[src/rtl/supv_pkg.sv]
package supv_pkg;

  typedef enum logic [1:0] {
    ST_HOLD    = 2'd0,
    ST_STRETCH = 2'd1,
    ST_RUN     = 2'd2
  } supv_state_t;

  typedef struct packed {
    logic clrStretch;
    logic incStretch;
  } supv_strobe_t;

endpackage

[src/rtl/supv_datapath.sv]
module supv_datapath
  import supv_pkg::*;
#(
  parameter int DEBOUNCE_CYCLES = 4,
  parameter int STRETCH_CYCLES  = 8,
  parameter int SYNC_STAGES     = 2
) (
  input  logic                                  clk,
  input  logic                                  arstN,
  input  logic                                  btnRaw,
  input  logic                                  supplyLow,
  input  supv_strobe_t                          strobes,
  output logic                                  srcActive,
  output logic                                  stretchDone,
  output logic                                  btnStable,
  output logic [$clog2(STRETCH_CYCLES+1)-1:0]   stretchCnt
);
  localparam int DB_W = $clog2(DEBOUNCE_CYCLES + 1);
  localparam int ST_W = $clog2(STRETCH_CYCLES + 1);
  localparam logic [DB_W-1:0] DB_LAST = DB_W'(DEBOUNCE_CYCLES - 1);
  localparam logic [ST_W-1:0] ST_LAST = ST_W'(STRETCH_CYCLES - 1);

  // synchronizer chain for the asynchronous button level
  logic [SYNC_STAGES-1:0] syncQ;
  logic                   btnSync;

  generate
    if (SYNC_STAGES == 1) begin : g_sync1
      always_ff @(posedge clk or negedge arstN) begin
        if (!arstN) syncQ <= '0;
        else        syncQ <= btnRaw;
      end
    end else begin : g_syncN
      always_ff @(posedge clk or negedge arstN) begin
        if (!arstN) syncQ <= '0;
        else        syncQ <= {syncQ[SYNC_STAGES-2:0], btnRaw};
      end
    end
  endgenerate

  assign btnSync = syncQ[SYNC_STAGES-1];

  // debouncer: a differing level must persist for DEBOUNCE_CYCLES edges
  logic [DB_W-1:0] dbCnt;

  always_ff @(posedge clk or negedge arstN) begin
    if (!arstN) begin
      btnStable <= 1'b0;
      dbCnt     <= '0;
    end else if (btnSync == btnStable) begin
      dbCnt <= '0;
    end else if (dbCnt == DB_LAST) begin
      btnStable <= btnSync;
      dbCnt     <= '0;
    end else begin
      dbCnt <= dbCnt + 1'b1;
    end
  end

  // stretch counter driven by control strobes
  always_ff @(posedge clk or negedge arstN) begin
    if (!arstN)                  stretchCnt <= '0;
    else if (strobes.clrStretch) stretchCnt <= '0;
    else if (strobes.incStretch) stretchCnt <= stretchCnt + 1'b1;
  end

  assign stretchDone = (stretchCnt == ST_LAST);
  assign srcActive   = btnStable | supplyLow;

endmodule

[src/rtl/supv_ctrl.sv]
module supv_ctrl
  import supv_pkg::*;
(
  input  logic         clk,
  input  logic         arstN,
  input  logic         srcActive,
  input  logic         stretchDone,
  output supv_strobe_t strobes,
  output logic         rstOut
);
  supv_state_t state, stateNext;

  always_ff @(posedge clk or negedge arstN) begin
    if (!arstN) state <= ST_STRETCH;   // power-up runs a full stretch
    else        state <= stateNext;
  end

  always_comb begin
    stateNext          = state;
    strobes.clrStretch = 1'b0;
    strobes.incStretch = 1'b0;
    if (srcActive) begin
      stateNext          = ST_HOLD;
      strobes.clrStretch = 1'b1;
    end else begin
      unique case (state)
        ST_HOLD: begin
          stateNext          = ST_STRETCH;
          strobes.clrStretch = 1'b1;
        end
        ST_STRETCH: begin
          if (stretchDone) stateNext          = ST_RUN;
          else             strobes.incStretch = 1'b1;
        end
        ST_RUN:  stateNext = ST_RUN;
        default: stateNext = ST_HOLD;
      endcase
    end
  end

  assign rstOut = (state != ST_RUN);

endmodule

[src/rtl/supv_reset_gen.sv]
module supv_reset_gen
  import supv_pkg::*;
#(
  parameter int DEBOUNCE_CYCLES = 4,
  parameter int STRETCH_CYCLES  = 8
) (
  input  logic clk,
  input  logic arstN,
  input  logic btnRaw,
  input  logic supplyLow,
  output logic sysRst
);
  localparam int ST_W = $clog2(STRETCH_CYCLES + 1);

  supv_strobe_t    strobes;
  logic            srcActive;
  logic            stretchDone;
  logic            btnStable;
  logic [ST_W-1:0] stretchCnt;

  supv_datapath #(
    .DEBOUNCE_CYCLES(DEBOUNCE_CYCLES),
    .STRETCH_CYCLES (STRETCH_CYCLES),
    .SYNC_STAGES    (2)
  ) uDp (
    .clk        (clk),
    .arstN      (arstN),
    .btnRaw     (btnRaw),
    .supplyLow  (supplyLow),
    .strobes    (strobes),
    .srcActive  (srcActive),
    .stretchDone(stretchDone),
    .btnStable  (btnStable),
    .stretchCnt (stretchCnt)
  );

  supv_ctrl uCtrl (
    .clk        (clk),
    .arstN      (arstN),
    .srcActive  (srcActive),
    .stretchDone(stretchDone),
    .strobes    (strobes),
    .rstOut     (sysRst)
  );

endmodule

[config.mk]
export PLATFORM = sky130hd
export DESIGN_NAME = supv_reset_gen
export DESIGN_NICKNAME = d
export VERILOG_FILES = /design/src/rtl/supv_pkg.sv /design/src/rtl/supv_datapath.sv /design/src/rtl/supv_ctrl.sv /design/src/rtl/supv_reset_gen.sv
export SDC_FILE = /design/constraint.sdc
export NUM_CORES = 1
export LEC_CHECK = 0
export BUFFER_PORTS_ARGS = -buffer_cell sky130_fd_sc_hd__clkbuf_2
export CAP_MARGIN = 10
export CORE_AREA = 10 10 49 51
export CTS_BUF_LIST = sky130_fd_sc_hd__clkbuf_16
export DETAILED_ROUTE_END_ITERATION = 7
export DIE_AREA = 0 0 59 61
export SLEW_MARGIN = 20
export SYNTH_ARGS = -nofsm -noshare
export SYNTH_HDL_FRONTEND = slang
export SYNTH_SLANG_ARGS = --single-unit
[constraint.sdc]
create_clock -name clk -period 2.3 [get_ports clk]
set_input_delay 0.23 -clock clk [delete_from_list [all_inputs] [get_ports clk]]
set_output_delay 0.23 -clock clk [all_outputs]
set_load 0.01 [all_outputs]
* Word level (Yosys, flattened, before mapping)
Index checks and enable logic that the tools add are counted.
** Storage, ports and cells
- Bits in registers :: 12
- Output and inout bits :: 1
** Operators by class
- Add/sub/neg operators :: 2
- Equal/unequal tests :: 7
- Multiplexer cells :: 12
- Bitwise operators :: 2
- Reduce and logical (&&, ||, !) cells :: 3
** Operator list (count)
- 2-to-1 mux 4 bit :: 2
- 2-to-1 mux 3 bit :: 2
- one-hot mux 2 bit (3 select lines) :: 1
- 2-to-1 mux 1 bit :: 5
- adder 4 x 1 -> 4 bit (second input constant) :: 1
- == test 4 x 3 -> 1 bit (second input constant) :: 1
- 2-to-1 mux 2 bit :: 2
- adder 3 x 1 -> 3 bit (second input constant) :: 1
- == test 3 x 2 -> 1 bit (second input constant) :: 1
- != test 3 bit (second input constant) :: 1
- == test 2 x 1 -> 1 bit (second input constant) :: 1
- == test 2 bit (second input constant) :: 1
- logical NOT 2 bit :: 1
- != test 2 bit (second input constant) :: 1
- AND reduction 2 bit :: 1
- nonzero test 2 bit :: 1
- == test 1 bit :: 1
- NOT 1 bit :: 1
- bitwise OR 1 bit :: 1

* Logic depth before layout (Yosys ltp)
Gate-level depths: netlist (run 1).
- Word-level depth :: 6
- Depth in mapped cells :: 5
- Mapped depth without buffers :: 5

* Hierarchy
From an unflattened synthesis (run 1), not the netlist that was laid out.
** Unflattened totals
- Cell total of the unflattened synthesis :: 50
- Area total of the unflattened synthesis :: 600.6 um^2
** Modules (own cells, without submodules)
- supv_datapath :: instances 1, cells each 32, area an instance 415.4 um^2, sequential area each 250.2 um^2
- supv_ctrl :: instances 1, cells each 18, area an instance 185.2 um^2, sequential area each 51.3 um^2

* Worst setup path after synthesis (run 1)
No wires, ideal clock.
- Path type :: reg-to-reg
- From :: register uCtrl.state[0]
- To :: register uDp.stretchCnt[0]
- Library setup time :: 0.078 ns
- Arrival :: 1.309 ns
- Slack :: 0.913 ns
- Stages on the path, launching flop included :: 5
- Path buffers :: 0
- Period minus slack after synthesis :: 1.387 ns
- Cell sequence :: dfstp_2 ha_1 inv_2 or3_1 a21oi_1
** On the way
- Word-level cells in the longest chain between the ends :: 4
- Elaborated cells between the ends (all ways) :: 8
** RTL lines
- start, declared :: line supv_ctrl.sv:11 : supv_state_t state, stateNext;
- start signal, assigned :: line supv_ctrl.sv:15 : else state <= stateNext;
- == test 2 x 1 -> 1 bit / logical NOT 2 bit (equally long branches) :: line supv_ctrl.sv:26 : unique case (state)
- 2-to-1 mux 1 bit :: line supv_ctrl.sv:26
- 2-to-1 mux 1 bit :: line supv_ctrl.sv:22 : if (srcActive) begin
- nonzero test 2 bit (no line) / 2-to-1 mux 4 bit (equally long branches)
- end signal, assigned :: line supv_datapath.sv:64 : else if (strobes.incStretch) stretchCnt <= stretchCnt + 1'b1;
- end, declared :: line supv_datapath.sv:16 : output logic [$clog2(STRETCH_CYCLES+1)-1:0] stretchCnt
Several ways; a longest one is shown, not always the timed one.
A chain may end at the register's enable or synchronous reset.

* Worst setup path after layout (run 1)
- From :: register uCtrl.state[0]
- To :: register uDp.stretchCnt[3]
Same word-level chain as after synthesis.

==> metrics.txt, run 1 <==
post_cts resized=0; Tmin final=1530 ps; total track usage=6.14%; EDFF count, synth=0; Mapped Cells=51; CTS tree=done; Syn Area/Cell=11.2 um^2; Placement Rows=14; sequential share of the synthesized area=52.7%; total congestion overflow=0; hpwl dp=734 um; Finished Core Util=47.6%; Vias/cell=5.39; initial antenna violation count=0; headroom to the max-slew limit=80.6%; Hold EP=uDp.syncQ[0]; final setup violation count=0; Sw Share=27.9%; Worst-path clk slew=40 ps; Syn. warnings=0; die area=0.00360 mm^2; Leakage=0.000309 uW; Arrival @ worst endpoint=1690 ps; RSZ-0062 raised after global routing=no; GP Congestion=0.737; Synth Net Count=61; maximum level of the CTS H-tree=1; r2r setup slk=770 ps; Peak supply drop=0.000757 V; Switch Pwr=219 uW; top_reg_cell synth=dfrtp_1; Die Ht=61 um; Yosys cell types=21; Final Hold Vio Count=0; worst skew pair latency=230 ps; synthesized area=572 um^2; first-pass GRT wire length=1700 um; Die W=59 um; worst hold start=btnRaw; residual DRC count=0; Fin Setup TNS=0 ps; Detailed Route Iter0 Violations=16; pwr/cell area=1120 mW/mm^2; worst hold path class=in2reg; final clock skew=2.72 ps; final setup margin=767 ps; Final Cycle Share=66.7%; #FFs+latches synth=12; crit path capture type=register; Max Freq=652 MHz; Max Cap Viol=0; vias=410; Worst Path Required=2460 ps; status=finished, final reports clean; clock sink total=12; wire per inst=12.7 um; Seq pwr share=36.8%; root buffer cell=clkbuf_16; clock network fraction of total power=39.6%; post-CTS setup buffer count=0; Syn-to-layout area delta=22.5%; hold slack=103 ps; share of layout cells above drive strength 1=18.3%; Num CTS Buffers=3; worst slew pin tran=291 ps; cell depth of the worst hold path=1; crit path max fanout=7; Comb pwr share=23.6%; max-slew violations=0; Ant. Diodes=0; Crit Path Class=reg2reg; largest net degree at the start of global routing=13; Initial Util=38.9%; Place WS=787 ps; r2r worst-path depth=4; vias in the first global route=400; NumNets Final=71; Post-synth ARST share=100%; Hold-fix buffers, CTS=1; R2R Path End=uDp.stretchCnt[3]; Routed Wire Length=963 um; Top Ports=5; DRT antenna net count=0; PortBufs=4; internal power=565 uW; First-pass DRT Iterations=4; CORE AREA=0.00147 mm^2; Startpoint Class=register; clk buf depth=2; FF-to-FF Start=uCtrl.state[0]
-- power groups by stage --
| stage | Combinational, uW | Clock, uW | Sequential (uW) |
|---|---|---|---|
| floorplan | 137 | 0 | 284 |
| global placement | 178 | 0 | 292 |
| detailed placement | 186 | 0 | 292 |
| CTS | 187 | 316 | 289 |
| global route | 217 | 334 | 294 |
| finish | 185 | 310 | 288 |
-- how the worst max path moves through the flow --
stage | from | to | cells after the start
4_1_cts | uCtrl.state[0] | uDp.stretchCnt[3] | 4
6_report | uCtrl.state[0] | uDp.stretchCnt[3] | 4
3_5_place_dp | uCtrl.state[0] | uDp.stretchCnt[3] | 4
2_1_floorplan | uCtrl.state[0] | uDp.stretchCnt[0] | 4
3_3_place_gp | uCtrl.state[0] | uDp.stretchCnt[3] | 4
5_1_grt | uCtrl.state[0] | uDp.stretchCnt[3] | 4
-- metrics by stage --
stage	instances	power [uW]	area, um^2
floorplan	51	421	572
global placement	71	470	612
detailed placement	71	478	612
CTS	76	792	701
global route	76	845	701
finish	76	784	701
-- area by class of cell --
class	instances	area [um^2]
Clock buffer	3	75.1
Clock inverter	1	3.75
Fill cell	136	771
Inverter	4	15.0
Multi-Input combinational cell	35	255
Sequential cell	12	302
Tap cell	16	20.0
Timing Repair Buffer	5	30.0
-- cell usage in the layout, fill, tap and decap left out, types with 3 or more instances in the layout --
cell / synthesis / final
inv_1: 3 / 3
a21oi_1: 4 / 4
o21ai_0: 4 / 4
nand3_1: 3 / 3
clkbuf_2: 0 / 4
or3_1: 3 / 3
clkbuf_16: 0 / 3
dfrtp_1: 11 / 11
ha_1: 6 / 6
-- cell families (layout without fill, tap and decap cells) --
group	Yosys count	count (layout)	share of synthesized area (%)
flops	12	12	52.7
fa+ha+maj	6	6	13.1
compound gates	10	10	9.63
mux	1	1	1.97
buf+inv	4	13	2.63
xor+xnor	1	1	1.53
simple gates	17	17	18.4
-- cell usage after synthesis, drive strengths merged (2+ instances only) --
master / n / area, um^2
nor3b: 2 / 15.0
a21boi: 2 / 15.0
o21ai: 4 / 20.0
ha: 6 / 75.1
inv: 4 / 15.0
a21oi: 4 / 20.0
nor3: 2 / 10.0
dfrtp: 11 / 275
or3: 3 / 18.8
nand3: 3 / 15.0
-- metal layers --
metal  track usage (%)  part of all wire, %
met1              7.35                   47
met2              9.31                   46
met3              1.88                  5.4
met4              3.93                  1.0
met5                 0                    0
-- flip-flops by register name, summed over array words and instances, names as in the netlist --
name            flops
uCtrl.state         2
uDp.btnStable       1
uDp.dbCnt           3
uDp.stretchCnt      4
uDp.syncQ           2
-- critical path, cell delays in order, from the launching register on --
cell and delay (ps):
dfstp_2 530, ha_1 290, nand4_1 170, or3_1 340, a21oi_1 130
Note: power is estimated with default switching activity, not from simulation.
==> run 2, diff against run 1 <==
==> constraint.sdc (replaced) <==
create_clock -name clk -period 1.55 [get_ports clk]
set_input_delay 0.155 -clock clk [delete_from_list [all_inputs] [get_ports clk]]
set_output_delay 0.155 -clock clk [all_outputs]
set_load 0.01 [all_outputs]
==> run 2 against run 1 <==
  * Core utilization is 0.17 points higher
  * Sequential power is 49% higher
  * Clock power up 46%
  * Wire length fell by 8.7%
  * Maximum frequency increased by 5.1%
  * Sequential cell count unchanged
  * Cell count unchanged
  * Combinational power grew 49%
  * Non-clock buffer count is the same
  * Via count fell by 5.4%
  * Critical endpoint is now uDp.stretchCnt[2]
  * Largest power group unchanged
==> metrics.txt, run 2 (synthesis gave the netlist of run 1 again) <==
CORE AREA=0.00147 mm^2 (unchanged); wire per inst=11.6 um (was 12.7 um); NumNets Final=71 (unchanged); clk buf depth=2 (unchanged); post-CTS setup buffer count=0 (unchanged); met3 wire length=15 um (was 52 um); max-slew violations=0 (unchanged); Worst Path Required=1700 ps (was 2460 ps); clock sink total=12 (unchanged); vias in the first global route=411 (was 400); Leakage=0.000307 uW (was 0.000309 uW); Top Ports=5 (unchanged); largest registers=uDp.stretchCnt: 4 flops, uDp.dbCnt: 3 flops (unchanged); pwr/cell area=1650 mW/mm^2 (was 1120 mW/mm^2); headroom to the max-slew limit=80.9% (was 80.6%); Post-Layout Inst Area=703 um^2 (was 701 um^2); root buffer cell=clkbuf_16 (unchanged); DR WL met2=401 um (was 442 um); commonest non-fill, non-tap cells in the layout=dfrtp_1 (11), ha_1 (5), o21ai_0 (4), a21oi_1 (4), clkbuf_2 (4) (was dfrtp_1 (11), ha_1 (6), o21ai_0 (4), a21oi_1 (4), clkbuf_2 (4)); Worst-path clk slew=40 ps (about the same); Critical Path Max Stage Delay=540 ps (was 530 ps); Routed Wire Length=879 um (was 963 um); cell depth of the worst hold path=1 (unchanged); status=finished, final reports clean (unchanged); Final Hold Vio Count=0 (unchanged); Peak supply drop=0.00134 V (was 0.000757 V); Crit Path Class=reg2reg (unchanged); Largest register FFs=4 (unchanged); hold slack=28.0 ps (was 103 ps); total congestion overflow=0 (unchanged); final clock skew=2.04 ps (was 2.72 ps); worst skew pair latency=230 ps (about the same); share of layout cells above drive strength 1=20.0% (was 18.3%); commonest non-fill, non-tap cell in the layout=dfrtp_1 (unchanged); Detailed Route Iter0 Violations=1 (was 16); Die Ht=61 um (unchanged); Fin Setup TNS=0 ps (unchanged); Initial Util=38.9% (unchanged); Place WS=54.0 ps (was 787 ps); worst slew pin tran=286 ps (was 291 ps); total track usage=5.55% (was 6.14%); Startpoint Class=register (unchanged); Arrival @ worst endpoint=1610 ps (was 1690 ps); Max Freq=685 MHz (was 652 MHz); Max Cap Viol=0 (unchanged); Biggest register=uDp.stretchCnt (unchanged); Syn-to-layout area delta=23.0% (was 22.5%); Die W=59 um (unchanged); DRT antenna net count=0 (unchanged); r2r worst-path depth=4 (unchanged); crit path capture type=register (unchanged); r2r setup slk=90 ps (was 770 ps); met1 WL=462 um (was 457 um); Placement Rows=14 (unchanged); Crit-path slowest cell=dfstp_2 (unchanged); Vias/cell=5.11 (was 5.39); residual DRC count=0 (unchanged); DR top layer=met3 (was met4); initial antenna violation count=0 (unchanged); CTS tree=done (unchanged); vias=388 (was 410); hpwl dp=709 um (was 734 um); RSZ-0062 raised after global routing=no (unchanged); first-pass GRT wire length=1610 um (was 1700 um); maximum level of the CTS H-tree=1 (unchanged); final setup margin=90.5 ps (was 767 ps); Ant. Diodes=0 (unchanged); Final Cycle Share=94.2% (was 66.7%); PortBufs=4 (unchanged); worst hold path class=in2reg (unchanged); Area after DPL=612 um^2 (unchanged); Num CTS Buffers=3 (unchanged); Tmin final=1460 ps (was 1530 ps); die area=0.00360 mm^2 (unchanged); crit path max fanout=4 (was 7); largest net degree at the start of global routing=13 (unchanged); First-pass DRT Iterations=3 (was 4); worst path cell trace=inv_1 -> ha_1 -> or3_1 -> nor3_1 (was ha_1 -> nand4_1 -> or3_1 -> a21oi_1); GP Congestion=0.737 (about the same); final setup violation count=0 (unchanged)
[run 2: cell counts in the layout (fill, tap and decap cells not counted)]
Identical to the previous run, type by type.
[run 2: critical path: cells and delay by family, from the launching register on]
family | cells | cell delay [ps]
adders and majority gates | 1 | 190
buffers and inverters | 1 | 80
DFF | 1 | 540
and+or+nand+nor | 2 | 570
[run 2: final timing paths]
kind                                      from           endpoint
worst max-delay path            uCtrl.state[0]  uDp.stretchCnt[2]
worst max register to register  uCtrl.state[0]  uDp.stretchCnt[2]
min in group asynchronous                arstN  uDp.stretchCnt[3]
worst min register to register    uDp.syncQ[0]       uDp.syncQ[1]
max in group asynchronous                arstN     uCtrl.state[0]
worst min-delay path                    btnRaw       uDp.syncQ[0]
[run 2: what timing repair did]
item | in CTS | in global routing
endpoints found under the hold margin | 11 | 0
hold buffers | 1 | 0
setup endpoints to repair | 0 | 2
gates resized for setup | 0 | 1
[run 2: per-layer routing]
layer	track usage, %	vias to the layer above
met4	0.984	0
li1	-	200
met5	0	-
met2	9.46	3
met3	1.88	0
met1	6.66	185
[run 2: layout make-up]
class / count / area (um^2)
clock buffer: 3 / 75.1
clock inverter: 1 / 3.75
fill: 137 / 768
inverter: 4 / 15.0
multi-input combinational: 35 / 258
sequential: 12 / 302
tap: 16 / 20.0
timing repair buffer: 5 / 30.0
[run 2: metrics by stage]
| stage | utilization (%) | cells | power, uW |
|---|---|---|---|
| floorplan | - | 51 | 624 |
| global placement | 41.6 | 71 | 697 |
| detailed placement | 41.6 | 71 | 706 |
| CTS | 47.6 | 76 | 1170 |
| global route | 47.8 | 76 | 1260 |
| finish | 47.8 | 76 | 1160 |
[run 2: power breakdown]
group          leakage [uW]  internal [uW]  switching (uW)  total (uW)
sequential         0.000155            384            44.3         428
clock             0.0000385            338             116         454
combinational      0.000114            122             153         275
total              0.000307            843             314        1160
